==> src/rtl/swz_pkg.sv <==
package swz_pkg;
  localparam int ELEM_W = 16;
endpackage

==> src/rtl/swz_pattern_store.sv <==
module swz_pattern_store #(
  parameter int N      = 8,
  parameter int SLOTS  = 4,
  parameter int EW     = 4,
  parameter int SLOT_W = 2
) (
  input  logic              clk,
  input  logic              rst_n,
  input  logic              wr_en,
  input  logic [SLOT_W-1:0] wr_slot,
  input  logic [N*EW-1:0]   wr_pat,
  input  logic [SLOT_W-1:0] rd_slot,
  output logic [N*EW-1:0]   rd_pat
);
  logic [N*EW-1:0] slot_q [SLOTS];

  for (genvar s = 0; s < SLOTS; s++) begin : g_slot
    always_ff @(posedge clk or negedge rst_n) begin
      if (!rst_n)
        slot_q[s] <= '0;
      else if (wr_en && int'(wr_slot) == s)
        slot_q[s] <= wr_pat;
    end
  end

  always_comb begin
    rd_pat = '0;
    for (int s = 0; s < SLOTS; s++)
      if (int'(rd_slot) == s) rd_pat = slot_q[s];
  end
endmodule

==> src/rtl/swz_xbar.sv <==
module swz_xbar #(
  parameter int N     = 8,
  parameter int EW    = 4,
  parameter int IDX_W = 3
) (
  input  logic [N*swz_pkg::ELEM_W-1:0] in_data,
  input  logic [N*EW-1:0]              pat,
  output logic [N*swz_pkg::ELEM_W-1:0] out_data
);
  localparam int EL = swz_pkg::ELEM_W;

  logic [EL-1:0] lane_in [N];

  for (genvar i = 0; i < N; i++) begin : g_unpack
    assign lane_in[i] = in_data[i*EL +: EL];
  end

  for (genvar k = 0; k < N; k++) begin : g_out
    logic [IDX_W-1:0] src;
    logic             en;
    assign src = pat[k*EW +: IDX_W];
    assign en  = pat[k*EW + EW - 1];
    always_comb begin
      out_data[k*EL +: EL] = '0;
      for (int i = 0; i < N; i++)
        if (en && int'(src) == i) out_data[k*EL +: EL] = lane_in[i];
    end
  end
endmodule

==> src/rtl/swz_out_stage.sv <==
module swz_out_stage #(
  parameter int W = 128
) (
  input  logic         clk,
  input  logic         rst_n,
  input  logic         in_valid,
  output logic         in_ready,
  input  logic [W-1:0] in_data,
  output logic         out_valid,
  input  logic         out_ready,
  output logic [W-1:0] out_data
);
  assign in_ready = !out_valid || out_ready;

  always_ff @(posedge clk or negedge rst_n) begin
    if (!rst_n) begin
      out_valid <= 1'b0;
      out_data  <= '0;
    end else if (in_ready) begin
      out_valid <= in_valid;
      if (in_valid) out_data <= in_data;
    end
  end
endmodule

==> src/rtl/swz_crossbar.sv <==
module swz_crossbar #(
  parameter int N      = 8,
  parameter int SLOTS  = 4,
  parameter int IDX_W  = (N > 1) ? $clog2(N) : 1,
  parameter int SLOT_W = (SLOTS > 1) ? $clog2(SLOTS) : 1
) (
  input  logic                           clk,
  input  logic                           rst_n,
  input  logic                           in_valid,
  output logic                           in_ready,
  input  logic [N*swz_pkg::ELEM_W-1:0]   in_data,
  input  logic [SLOT_W-1:0]              in_sel,
  output logic                           out_valid,
  input  logic                           out_ready,
  output logic [N*swz_pkg::ELEM_W-1:0]   out_data,
  input  logic                           cfg_we,
  input  logic [SLOT_W-1:0]              cfg_slot,
  input  logic [N*(IDX_W+1)-1:0]         cfg_pattern
);
  localparam int EW = IDX_W + 1;
  localparam int DW = N * swz_pkg::ELEM_W;

  logic [N*EW-1:0] act_pat;
  logic [DW-1:0]   shuf;

  swz_pattern_store #(.N(N), .SLOTS(SLOTS), .EW(EW), .SLOT_W(SLOT_W)) u_store (
    .clk(clk), .rst_n(rst_n),
    .wr_en(cfg_we), .wr_slot(cfg_slot), .wr_pat(cfg_pattern),
    .rd_slot(in_sel), .rd_pat(act_pat)
  );

  swz_xbar #(.N(N), .EW(EW), .IDX_W(IDX_W)) u_xbar (
    .in_data(in_data), .pat(act_pat), .out_data(shuf)
  );

  swz_out_stage #(.W(DW)) u_out (
    .clk(clk), .rst_n(rst_n),
    .in_valid(in_valid), .in_ready(in_ready), .in_data(shuf),
    .out_valid(out_valid), .out_ready(out_ready), .out_data(out_data)
  );
endmodule

==> config.mk <==
export PLATFORM = sky130hd
export DESIGN_NAME = swz_crossbar
export DESIGN_NICKNAME = d
export VERILOG_FILES = /design/src/rtl/swz_pkg.sv /design/src/rtl/swz_pattern_store.sv /design/src/rtl/swz_xbar.sv /design/src/rtl/swz_out_stage.sv /design/src/rtl/swz_crossbar.sv
export SDC_FILE = /design/constraint.sdc
export NUM_CORES = 1
export LEC_CHECK = 0
export ABC_AREA = 1
export BUFFER_PORTS_ARGS = -buffer_cell sky130_fd_sc_hd__buf_4
export CAP_MARGIN = 5
export CORE_ASPECT_RATIO = 1.4
export CORE_UTILIZATION = 59
export CTS_CLUSTER_SIZE = 28
export DETAILED_ROUTE_END_ITERATION = 6
export PLACE_DENSITY = 0.91
export REMOVE_ABC_BUFFERS = 1
export SYNTH_ARGS = -nofsm -noshare
export SYNTH_HDL_FRONTEND = slang
export SYNTH_SLANG_ARGS = --single-unit
==> constraint.sdc <==
create_clock -name clk -period 1.9 [get_ports clk]
set_input_delay 0.285 -clock clk [delete_from_list [all_inputs] [get_ports clk]]
set_output_delay 0.285 -clock clk [all_outputs]
set_load 0.02 [all_outputs]
==> results of run 1 <==
routing by layer:
layer,global-route usage [%],GRT overflow
met1,72.5,0
met2,90.0,18
met3,54.8,0
met4,70.2,28
met5,23.1,1
logic make-up after synthesis:
group | share of synthesized area, %
DFF | 32.2
and+or+nand+nor | 49.1
AOI/OAI and AO/OA | 9.01
buffers and inverters | 9.69
through the flow:
| stage | hold slack, ns | instances |
|---|---|---|
| after global placement | 0.249 | 3725 |
| after floorplan | -0.0106 | 2733 |
| after detailed placement | 0.253 | 3725 |
| after CTS | 0.0302 | 3805 |
timing repair:
item / in CTS
pin swaps: 34
buffers inserted: 36
resized for setup: 25
hold buffers: 1
hold endpoints to repair: 46
setup endpoints to repair: 100
synth_stat cells, types with 3 or more instances:
cell type	count	area, sq um
nand2_2	14	87.6
nand3_2	38	380
clkbuf_4	10	75.1
clkbuf_1	112	420
buf_6	19	214
nand4_2	5	62.6
o21ai_0	162	811
inv_2	12	45.0
or2_1	3	18.8
nor3_4	18	293
buf_2	70	350
nand3_1	597	2990
nand4_4	15	319
clkbuf_2	5	25.0
inv_1	95	357
a21oi_1	148	741
nand2_1	750	2820
nand4_1	132	826
nor2_1	393	1480
buf_1	6	22.5
buf_4	49	368
or2_2	5	31.3
dfrtp_1	257	6430
nor2_4	31	349
nor2_2	16	100
o211ai_1	32	240
==> metrics, run 1 <==
worst-case clock buffer depth 3; H-tree Lvls 1; post-synthesis cell count 3,008; share of flip-flops with an asynchronous set or reset 100%; DP Wirelength 62,700 um; category of the worst endpoint sequential cell input; Area after DPL 0.0240 sq mm; syn avg cell area 6.65 sq um; Synth cell types 35; Post-Syn Area 0.0200 sq mm; clock sink total 257; final global-route overflow total 47; Ys Warns 0; status did not finish; GPL Wtd Cong 1.06; clock root cell clkbuf_16; Post-synth top flop dfrtp_1; post-synthesis sequential area ratio 32.2%; port bufs 298; Die Y 220 um; Worst EP post-GRT repair u_out.out_data[113]$_DFFE_PN0P_/D; Err [ERROR GRT-0232] Routing congestion too high. Check the congestion heatmap in the GUI.; synthesis-stage register bit count 257; DP Worst Slack -0.744 ns; overall routing resource usage 72.0%; Die W 158 um; largest net degree at the start of global routing 130; Boundary Pins 299; Cell Rows 79; Post-synth EDFFs 0; Starting Density 60.0%; Halt Stage 5_1_grt; CTS Buf Count 25
==> run 2, diff against run 1 <==
CORE_ASPECT_RATIO = unset   (was 1.4)
CORE_UTILIZATION = 40   (was 59)
CTS_CLUSTER_SIZE = unset   (was 28)
PLACE_DENSITY = unset   (was 0.91)
PLACE_DENSITY_LB_ADDON = 0.15   (was unset)
==> metrics, run 2 <==
Yosys top cell area share 32.2% (unchanged); CP max FO 3; WP data required 2.43 ns; largest net degree at the start of global routing 67; most frequent cells in the layout nand2_1 (710), buf_4 (547), nand3_1 (497); port bufs 298 (unchanged); overall routing resource usage 40.1%; vias in the first global route 23.1k; share of flip-flops with an asynchronous set or reset 100% (unchanged); Die W 226 um (+43%); M1 WL 41,100 um; Pwr per Cell Area 885 mW/mm^2; Max-cap violations 0; area delta synth->final 44.1%; R2R cell count 11; top-count cell post-synth nand2_1; CP Launch Type register; DR pass1 iterations 7; Final min period 1.93 ns; Fmax achieved 0.518 GHz; worst-case clock buffer depth 3 (unchanged); DP Wirelength 71,600 um (+14%); fill cell count 4,593; Top Layer Used met5; initial antenna violation count 3; Boundary Pins 299 (unchanged); Cell Rows 81 (+2.5%); Hold Path Depth 3; Die Area 0.0509 sq mm; final setup fails 10; syn avg cell area 6.65 sq um (unchanged); via/cell ratio 5.98; Final Util 58.6%; final wirelength 108,000 um; Met2 Wirelength 46,000 um; status complete, but fails checks; Post-synth top cells nand2_1 (750), nand3_1 (597), nor2_1 (393); via count 25.1k; leak pwr 13.8 nW; Area after DPL 0.0246 sq mm (+2.9%); design area 0.0288 sq mm; final net count 3,670; Post-synth EDFFs 0 (unchanged); CTS Buf Count 30 (+20%); Starting Density 40.7% (-19 points); Area contributors post-synth dfrtp_1 (32%), nand3_1 (15%), nand2_1 (14%), nor2_1 (7.4%), nand4_1 (4.1%); share of layout cells above drive strength 1 32.3%; final worst-path cycle share 102%; reg2reg setup slack -0.03 ns; post-synthesis cell count 3,008 (unchanged); Post-Syn Area 0.0200 sq mm (unchanged); Worst-Margin Slew 0.591 ns; H-tree Lvls 1 (unchanged); worst skew pair latency 0.61 ns; Iter 0 DRT Violations 3,031; first-pass GRT wire length 151,000 um; Core Area 0.0492 sq mm; Max-slew headroom 60.6%; final hold violation count 0; largest registers u_out.out_data x128, u_store.slot_q x128, u_out.out_valid x1; Die Y 226 um (+2.6%); Post-synth top flop dfrtp_1; kind of critical path register to register; commonest non-fill, non-tap cell in the layout nand2_1; TritonCTS clock tree built; GPL Wtd Cong 0.985 (-6.8%); Met3 Wirelength 13,200 um; maximum VDD drop 0.725 mV; Arr. time, crit path 2.47 ns; clock root cell clkbuf_16; final worst setup slack -0.0315 ns; per-cell routed wire length 25.7 um; Final Slew Violations 0; unrepaired setup endpoints after global routing true; Worst Skew 0.0163 ns; Critical Path End Type register; cell taking the most area after synthesis dfrtp_1; HP Class input pin to register; Ys Warns 0 (unchanged); synthesis-stage register bit count 257 (unchanged); Post-route DRC 1; clock sink total 257 (unchanged); ANT nets after route 0; final global-route overflow total 0; Synth cell types 35 (unchanged); violated checks design-rule violations, negative setup slack; clock slew at reported path FFs 0.06 ns; post-synthesis sequential area ratio 32.2% (unchanged)
[run 2: cell counts after synthesis]
Identical to the previous run, type by type.
[run 2: cell families after synthesis]
family | Yosys count | synth area share [%]
simple gates | 2023 | 49.1
buf+inv | 384 | 9.69
compound gates | 344 | 9.01
flops | 257 | 32.2
[run 2: critical path: stages, from the launching register on]
cell and delay (ns):
dfrtp_1 0.39, nand2_1 0.11, buf_4 0.13, nand4_4 0.17, buf_6 0.19, nor3_4 0.25
buf_6 0.17, nand2_1 0.06, nand4_1 0.12, nor2_1 0.06, buf_4 0.15, nor2_1 0.07
[run 2: metal layers]
metal / vias up / track usage, %
li1: 11100 / -
met1: 11900 / 51.0
met3: 429 / 12.3
met4: 4 / 23.0
met5: - / 0
met2: 1662 / 60.2
[run 2: what timing repair did]
item / in CTS / in global routing
cloned: 1 / 13
hold buffers: 20 / 0
endpoints found under the setup margin: 117 / 125
pin swaps: 55 / 200
setup buffers: 57 / 64
gates resized for setup: 67 / 281
hold endpoints to repair: 92 / 0
[run 2: where the power goes]
group	switching [W]	total [W]	leakage (nW)	internal (W)
clock network	0.00256	0.00632	0.510	0.00375
logic	0.00711	0.0119	10.1	0.00479
registers	0.000739	0.00730	3.28	0.00656
total	0.0104	0.0255	13.8	0.0151
[run 2: layout make-up]
class                      count  area (sq um)  share of cell area (%)
antenna                        2          5.00                  0.0174
sequential                   257          6430                    22.3
inverter                     109           422                    1.46
tap                          664           831                    2.88
clock inverter                17           214                   0.742
multi-input combinational   2367         12800                    44.3
clock buffer                  39           866                    3.00
timing repair buffer         736          7290                    25.3
[run 2: per-stage QoR]
stage	worst slack [ns]	setup TNS [ns]	cells	total power [W]	hold WS (ns)
2_1_floorplan	-4.16	-338.10	2733	0.0118	-0.0106
3_3_place_gp	-0.831	-67.11	3990	0.0170	0.289
3_5_place_dp	-0.677	-66.20	3991	0.0171	0.289
4_1_cts	-0.0191	-0.0329	4124	0.0242	0.00165
5_1_grt	-0.124	-2.27	4190	0.0265	0.0197
6_report	-0.0315	-0.179	4191	0.0255	0.0103
[run 2: final timing paths]
path                                     start                  end
setup reg to reg           u_store.slot_q[105]   u_out.out_data[43]
min in group asynchronous                rst_n      u_out.out_valid
setup / recovery           u_store.slot_q[105]   u_out.out_data[43]
max in group asynchronous                rst_n  u_store.slot_q[104]
hold / removal                 cfg_pattern[20]  u_store.slot_q[116]
hold reg to reg             u_out.out_data[42]   u_out.out_data[42]
No activity file was read; power rests on OpenSTA's default activity.
